==> src/rtl/sdrc_crc7.sv <==
module sdrc_crc7 #(
    parameter int          CRC_W = 7,
    parameter logic [6:0]  POLY  = 7'h09
) (
    input  logic             clk,
    input  logic             rst_n,
    input  logic             clr,
    input  logic             en,
    input  logic             din,
    output logic [CRC_W-1:0] crc
);
    logic fb;
    assign fb = din ^ crc[CRC_W-1];

    always_ff @(posedge clk or negedge rst_n) begin
        if (!rst_n)   crc <= '0;
        else if (clr) crc <= '0;
        else if (en)  crc <= {crc[CRC_W-2:0], 1'b0} ^ (fb ? POLY[CRC_W-1:0] : '0);
    end
endmodule

==> config.mk <==
export PLATFORM = sky130hd
export DESIGN_NAME = sdrc_crc7
export DESIGN_NICKNAME = d
export VERILOG_FILES = /design/src/rtl/sdrc_crc7.sv
export SDC_FILE = /design/constraint.sdc
export NUM_CORES = 1
export LEC_CHECK = 0
export BUFFER_PORTS_ARGS = -buffer_cell sky130_fd_sc_hd__buf_2
export CAP_MARGIN = 20
export CELL_PAD_IN_SITES_DETAIL_PLACEMENT = 1
export CELL_PAD_IN_SITES_GLOBAL_PLACEMENT = 1
export CORE_AREA = 5 5 42 44
export CTS_CLUSTER_DIAMETER = 150
export DETAILED_ROUTE_END_ITERATION = 8
export DIE_AREA = 0 0 47 49
export PLACE_DENSITY_LB_ADDON = 0.05
export SLEW_MARGIN = 20
export SYNTH_ARGS = -nofsm -noshare
export SYNTH_HDL_FRONTEND = slang
export SYNTH_SLANG_ARGS = --single-unit
==> constraint.sdc <==
create_clock -name clk -period 1.3 [get_ports clk]
set_clock_uncertainty 0.15 [all_clocks]
set_input_delay 0.13 -clock clk [delete_from_list [all_inputs] [get_ports clk]]
set_output_delay 0.13 -clock clk [all_outputs]
set_load 0.01 [all_outputs]
==> impl_metrics.tcl, run 1 <==
set metrics [dict create \
    grt_overflow_total 0 \
    ctsLongestPathBuffers 2 \
    htree_levels 1 \
    setup_viol 0 \
    setup_tns_ps 0 \
    synth_warnings 0 \
    cp_max_fo 9 \
    finalCriticalPeriod_ps 1135 \
    fmax_mhz 880.8 \
    ys_ff_latch 7 \
    core_region_area_um2 1401 \
    syn_avg_cell_area_um2 10.99 \
    port_buffers 11 \
    ir_drop_v 0.0004094 \
    worst_pin_slew_ps 241.0 \
    slew_violations 0 \
    largest_reg_flops 7 \
    drc 0 \
    drtIter0Drc 1 \
    placed_area_um2 370.4 \
    r2r_end "crc[3]$_DFFE_PN0P_" \
    synth_top_area_share_pct 56.91 \
    synthesis.instances 28 \
    die_w_um 47 \
    grt_use_met1_pct 10.02 \
    place_congestion 0.6137 \
    num_rows 14 \
    cp.arrival_ps 1150 \
    worstSetupPathType "input pin to register" \
    area_growth_pct 35.37 \
    cap_violations 0 \
    post-route-period-util_pct 87.33 \
    floorplan.initialDensity_pct 21.96 \
    wl_per_cell_um 12.69 \
    synthTopCellsByArea "dfrtp_1 57%, mux2i_1 16%, nor2_1 9.8%, nand4b_1 2.8%, xnor2_1 2.8%" \
    rsz0062_at_grt "false" \
    endpoint_kind "register" \
    gr-usage-met2_pct 10.63 \
    regToRegSetupSlack_ps 180 \
    worst_slack_ps 164.7 \
    status "finished, final reports clean" \
    final_nets 49 \
    cts-resized-gates 0 \
    ff2ff_path_depth 3 \
    worst_slew_margin_rel_pct 83.81 \
    yosysTopAreaCell "dfrtp_1" \
    use_met3_pct 2.214 \
    ys_types 10 \
    drive_gt1_share_pct 32.56 \
    first_pass_iters 4 \
    r2r-start "crc[6]$_DFFE_PN0P_" \
    fin_area_um2 416.7 \
    antenna_found_initial 0 \
    hp-class "input pin to async pin" \
    clk_latency_ps 250 \
    wirelength_um 749 \
    num_antenna_cells 0 \
    netlist_area_um2 307.8 \
    regMostFlops "crc" \
    grt.total_usage_pct 7.992 \
    p_leak_nw 0.2223 \
    cts_tree "built" \
    cp-start-kind "input pin" \
    io_pins 12 \
    path_clk_slew_ps 50 \
    clock-root-buffer "clkbuf_4" \
    cts.sinks 7 \
    ys_seq_area_share_pct 56.91 \
    grt_max_degree 11 \
    ant_nets 0 \
    die_h_um 49 \
    syn_nets 33 \
    power.density_nw_per_um2 1165 \
    dp_slack_ps 186.6 \
    grt_pass1_vias 291 \
    die_area_um2 2303 \
    via_per_inst 4.441 \
    hold_viol_final 0 \
    grt_pass1_wl_mm 1.276 \
    cts_made_buffers 3 \
    cp.required_ps 1320 \
    vias 262 \
    top_regs "crc: 7 flops" \
    gr-max-usage-layer "met2" \
]
## worst max path at each step
stage / depth (start not counted) / from / endpoint
after CTS: 5 / clr / crc[3]$_DFFE_PN0P_
after floorplan: 3 / crc[6]$_DFFE_PN0P_ / crc[3]$_DFFE_PN0P_
after global routing: 5 / clr / crc[3]$_DFFE_PN0P_
after detailed placement: 3 / crc[6]$_DFFE_PN0P_ / crc[3]$_DFFE_PN0P_
after global placement: 3 / crc[6]$_DFFE_PN0P_ / crc[3]$_DFFE_PN0P_
final: 5 / clr / crc[3]$_DFFE_PN0P_
## cells in the final DEF, fill, tap and decap left out
cell,instances
buf_2,11
nor2_1,8
dfrtp_1,7
mux2i_1,5
clkbuf_4,3
nand2_1,2
dlygate4sd3_1,2
xnor2_1,1
a211oi_1,1
nand4b_1,1
o211ai_1,1
clkbuf_1,1
## critical path: stages
cell and delay [ps]:
dlygate4sd3_1 520, buf_2 170, nor2_1 110, nand2_1 60, o211ai_1 160
## per-layer routing
layer	wire length [um]	vias up
met2	338	10
met5	0	-
met4	21	0
met1	321	125
li1	-	123
met3	68	4
## through the flow
step / util, % / total power (W) / cells / hold WS [ps]
floorplan: - / 0.0002650 / 28 / -315.6
global placement: 26.43 / 0.0002852 / 53 / -175.6
detailed placement: 26.43 / 0.0002862 / 53 / -172.5
CTS: 29.73 / 0.0005002 / 59 / 85.57
global route: 29.73 / 0.0005251 / 59 / 108.6
finish: 29.73 / 0.0004855 / 59 / 93.52
## layout make-up
cell class | instances | area (um2)
tap | 16 | 20.02
multi-input combinational | 19 | 120.1
fill | 172 | 984.7
sequential | 7 | 175.2
timing repair buffer | 13 | 75.07
clock buffer | 4 | 26.28
## cell usage after synthesis
master / count
a211oi_1: 1
buf_2: 1
buf_4: 1
dfrtp_1: 7
mux2i_1: 5
nand2_1: 2
nand4b_1: 1
nor2_1: 8
o211ai_1: 1
xnor2_1: 1
## power breakdown
| group | internal, W | switching (W) |
|---|---|---|
| combinational | 0.0000242 | 0.0000285 |
| clock | 0.000117 | 0.0000833 |
| sequential | 0.000226 | 0.00000637 |
## logic make-up after synthesis
kind of cell | synth area share [%]
xor+xnor | 2.846
compound gates | 4.880
simple gates | 15.04
mux | 16.26
flops | 56.91
buf+inv | 4.064
## repair_timing
item | CTS | global route
hold buffers | 2 | 0
buffers inserted | 0 | 0
endpoints found under the hold margin | 8 | 0
endpoints found under the setup margin | 0 | 0
Power figures use the tool's default switching activity.
==> run 2, diff against run 1 <==
Settings changed: PLACE_DENSITY set to 0.64, PLACE_DENSITY_LB_ADDON 0.05 to unset.
==> run 2 against run 1 <==
Net effect: setup slack got worse by 34 ps; first-iteration DRC count rose by 100%; combinational power fell by 2%; largest power group unchanged.
==> impl_metrics.tcl, run 2 (synthesized netlist as in run 1, its figures left out) <==
set metrics [dict create \
    cts_setup_buffers 0 \
    antenna_found_initial 0 \
    grt_max_degree 11 \
    ff2ff_path_depth 3 \
    cts_hold_buf 1 \
    ctsLongestPathBuffers 2 \
    hp-class "input pin to register" \
    whs_ps 4.563 \
    worst_slack_ps 130.9 \
    setup_viol 0 \
    status "finished, final reports clean" \
    cp.required_ps 1310 \
    regToRegSetupSlack_ps 130 \
    regMostFlops "crc" \
    port_buffers 11 \
    grt_pass1_vias 294 \
    cts_tree "built" \
    area_growth_pct 32.11 \
    final_cell_mix "11 x buf_2, 8 x nor2_1, 7 x dfrtp_1" \
    io_pins 12 \
    clock-root-buffer "clkbuf_4" \
    critical_path_buf_inv_count 0 \
    cp-start-kind "register" \
    cp.arrival_ps 1180 \
    crit_family "flip-flops" \
    grt_overflow_total 0 \
    rsz0062_at_grt "false" \
    r2r-start "crc[6]$_DFFE_PN0P_" \
    drive_gt1_share_pct 33.33 \
    num_rows 14 \
    critical-path-slowest-cell "dfrtp_1" \
    cp_max_fo 3 \
    cts.sinks 7 \
    final_nets 48 \
    worstHoldStart "clr" \
    die_area_um2 2303 \
    drc 0 \
    final_common_cell "buf_2" \
    wirelength_um 750 \
    r2r_end "crc[3]$_DFFE_PN0P_" \
    setup_tns_ps 0 \
    post-route-period-util_pct 89.93 \
    finalCriticalPeriod_ps 1169 \
    hpwl_um 562.3 \
    cts_made_buffers 3 \
    ant_nets 0 \
    via_per_inst 4.603 \
    p_leak_nw 0.2182 \
    path_clk_slew_ps 60 \
    worstSetupPathType "register to register" \
    floorplan.initialDensity_pct 21.96 \
    wl_per_cell_um 12.93 \
    grt_pass1_wl_mm 1.262 \
    htree_levels 1 \
    place_congestion 0.6398 \
    vias 267 \
    path_depth 3 \
    cap_violations 0 \
    dp_slack_ps 140.0 \
    first_pass_iters 2 \
    worst_slew_margin_rel_pct 82.30 \
    hold_viol_final 0 \
    clk_latency_ps 250 \
    slowest_delay_ps 400 \
    cts-resized-gates 0 \
    postLayoutCoreUtil_pct 29.02 \
    core_region_area_um2 1401 \
    fmax_mhz 855.4 \
    worst_pin_slew_ps 263.5 \
    num_antenna_cells 0 \
    power.density_nw_per_um2 1198 \
    whs_path_depth 2 \
    die_w_um 47 \
    slew_violations 0 \
    endpoint_kind "register" \
    drtIter0Drc 2 \
    die_h_um 49 \
    whs_endpoint "crc[0]$_DFFE_PN0P_" \
    ir_drop_v 0.0004951 \
    grt.total_usage_pct 8.085 \
    top_regs "crc: 7 flops" \
    largest_reg_flops 7 \
    path_cells "xnor2_1, nand4b_1, o211ai_1" \
]
## run 2: cell count changes in the layout (fill, tap and decap cells not counted)
| cell | previous run | this run |
|---|---|---|
| dlygate4sd3_1 | 2 | 1 |
## run 2: cell type report
cell class                      count  area (um2)
Multi-Input combinational cell     19       120.1
Fill cell                         183       994.7
Timing Repair Buffer               12       65.06
Tap cell                           16       20.02
Sequential cell                     7       175.2
Clock buffer                        4       26.28
## run 2: worst max path at each step
stage                                   from                  to  slack (ps)
after floorplan           crc[6]$_DFFE_PN0P_  crc[3]$_DFFE_PN0P_         220
after global placement    crc[6]$_DFFE_PN0P_  crc[3]$_DFFE_PN0P_         230
after detailed placement  crc[6]$_DFFE_PN0P_  crc[3]$_DFFE_PN0P_         140
after CTS                 crc[6]$_DFFE_PN0P_  crc[3]$_DFFE_PN0P_         120
after global routing      crc[6]$_DFFE_PN0P_  crc[3]$_DFFE_PN0P_          10
final                     crc[6]$_DFFE_PN0P_  crc[3]$_DFFE_PN0P_         130
## run 2: report_power, final
part / internal (W) / switching, W / total, W / leakage (nW)
sequential: 0.000226 / 0.00000590 / 0.000232 / 0.0954
clock: 0.000118 / 0.0000860 / 0.000204 / 0.0150
combinational: 0.0000223 / 0.0000295 / 0.0000517 / 0.108
total: 0.000366 / 0.000121 / 0.000487 / 0.218
## run 2: metrics by stage
| stage | total power (W) | cell area (um2) | std cells |
|---|---|---|---|
| finish | 0.0004870 | 406.6 | 58 |
| global route | 0.0005153 | 406.6 | 58 |
| detailed placement | 0.0002866 | 370.4 | 53 |
| global placement | 0.0002850 | 370.4 | 53 |
| CTS | 0.0004934 | 406.6 | 58 |
| floorplan | 0.0002650 | 307.8 | 28 |
## run 2: per-layer routing
| layer | GRT usage [%] | vias up | share of wire [%] |
|---|---|---|---|
| li1 | - | 121 | - |
| met2 | 10.63 | 12 | 43 |
| met1 | 10.34 | 130 | 46 |
| met3 | 3.321 | 4 | 7.7 |
| met5 | 0 | - | 0 |
| met4 | 5.530 | 0 | 2.9 |
## run 2: worst register-to-register path: stages, from the launching register on
cell	delay (ps)
dfrtp_1	400
xnor2_1	270
nand4b_1	140
o211ai_1	120
==> run 3, diff against run 2 <==
Settings changed: RECOVER_POWER set to 100, REMOVE_ABC_BUFFERS set to 1.
==> run 3 against run 2 <==
Net effect: non-clock buffer count grew 1; sequential power is essentially flat; final cell count grew 1.7%; worst hold slack gained 58 ps; core utilization grew 0.54 points; design area grew 1.8%; fmax grew 0.19%; routed wire length shrank 4.3%; first-iteration DRC count grew 50%; global-route usage shrank 0.80 points; register-to-register slack gained 60 ps; highest routed layer is now met3.
==> impl_metrics.tcl, run 3 (synthesized netlist as in run 1, its figures left out) <==
set metrics [dict create \
    core_region_area_um2 1401 \
    fmax_mhz 857.0 \
    top_regs "crc: 7 flops" \
    cp.arrival_ps 1180 \
    grt_max_degree 11 \
    status "finished, final reports clean" \
    power.total_w 0.0004840 \
    ir_drop_v 0.0003516 \
    final_cells 59 \
    io_pins 12 \
    clock_power_share_pct 41.2 \
    final_cell_mix "9 x clkbuf_1, 8 x nor2_1, 7 x dfrtp_1" \
    cp_max_fo 9 \
    pwr-share-comb_pct 10.8 \
    rsz0062_at_grt "false" \
    wirelength_um 718 \
    path_clk_slew_ps 60 \
    worstSetupPathType "input pin to register" \
    setup_viol 0 \
    area_growth_pct 34.55 \
    regMostFlops "crc" \
    cts.sinks 7 \
    place_congestion 0.6373 \
    num_rows 14 \
    power.density_nw_per_um2 1169 \
    first_pass_iters 2 \
    fin_area_um2 414.1 \
    drc 0 \
    drtIter0Drc 3 \
    dp_slack_ps 129.6 \
    seq_power_share_pct 48.0 \
    switching_share_pct 24.40 \
    final_nets 49 \
    die_h_um 49 \
    via_per_inst 4.458 \
    finalCriticalPeriod_ps 1167 \
    worst_pin_slew_ps 392.4 \
    antenna_found_initial 0 \
    worst_slack_ps 133.2 \
    htree_levels 1 \
    placed_area_um2 370.4 \
    die_w_um 47 \
    p_switching_w 0.0001181 \
    placedCellCount 53 \
    hpwl_um 541.6 \
    port_buffers 11 \
    regToRegSetupSlack_ps 190 \
    grt_overflow_total 0 \
    final_common_cell "clkbuf_1" \
    setup_tns_ps 0 \
    wl_per_cell_um 12.17 \
    vias 263 \
    die_area_um2 2303 \
    clock-root-buffer "clkbuf_4" \
    hold_viol_final 0 \
    ctsLongestPathBuffers 2 \
    grt.total_usage_pct 7.289 \
    num_antenna_cells 0 \
    ant_nets 0 \
    post-route-period-util_pct 89.75 \
    slew_violations 0 \
    clk_latency_ps 250 \
    worst_slew_margin_rel_pct 73.84 \
    p_int_w 0.0003659 \
    hp-class "input pin to register" \
    cts_setup_buffers 0 \
    largest_reg_flops 7 \
    drive_gt1_share_pct 16.28 \
    endpoint_kind "register" \
    cap_violations 0 \
    grt_pass1_vias 264 \
    floorplan.initialDensity_pct 21.96 \
    cp-start-kind "input pin" \
    cts_tree "built" \
    fillCellCount 173 \
    cp.required_ps 1310 \
    p_leak_nw 0.1955 \
    cts_made_buffers 3 \
    grt_pass1_wl_mm 1.173 \
]
## run 3: cell count changes in the layout (fill, tap and decap cells not counted)
cell / delta
xnor2_2: +1
buf_2: -8
xnor2_1: -1
clkbuf_1: +8
dlygate4sd3_1: +1
## run 3: power groups by stage
stage / sequential (W) / clock (W) / combinational [W]
6_report: 0.000232 / 0.000199 / 0.0000523
3_5_place_dp: 0.000236 / 0 / 0.0000497
3_3_place_gp: 0.000236 / 0 / 0.0000491
5_1_grt: 0.000233 / 0.000224 / 0.0000584
2_1_floorplan: 0.000239 / 0 / 0.0000164
4_1_cts: 0.000232 / 0.000216 / 0.0000551
## run 3: area by class of cell
class	instances	area (um2)	area share, %
clock buffer	4	26.28	6.344
tap	16	20.02	4.834
timing repair buffer	13	65.06	15.71
sequential	7	175.2	42.30
multi-input combinational	19	127.6	30.82
## run 3: repair_timing
action	CTS	global route
hold buffers	2	0
hold endpoints to repair	10	0
gates resized for setup	0	1
endpoints found under the setup margin	0	1
## run 3: critical path: stages
cell	delay [ps]
dlygate4sd3_1	540
buf_2	180
nor2_1	110
nand2_1	60
o211ai_1	170
## run 3: final timing paths
path,depth (start not counted),from,end
worst max-delay path,5,clr,crc[3]$_DFFE_PN0P_
worst min-delay path,3,din,crc[0]$_DFFE_PN0P_
worst max register to register,3,crc[6]$_DFFE_PN0P_,crc[3]$_DFFE_PN0P_
worst min register to register,2,crc[3]$_DFFE_PN0P_,crc[3]$_DFFE_PN0P_
max in group asynchronous,2,rst_n,crc[4]$_DFFE_PN0P_
min in group asynchronous,2,rst_n,crc[1]$_DFFE_PN0P_
## run 3: through the flow
stage | hold WS (ps) | utilization [%]
4_1_cts | 82.34 | 29.73
2_1_floorplan | -315.6 | -
5_1_grt | 85.52 | 29.55
3_3_place_gp | -175.1 | 26.43
6_report | 62.63 | 29.55
3_5_place_dp | -174.2 | 26.43
## run 3: routing by layer
layer	track usage [%]	part of all wire, %	up-vias
met2	9.955	41	16
met5	0	0	-
met1	8.929	46	125
met4	2.765	0	0
met3	4.797	13	0
li1	-	-	122
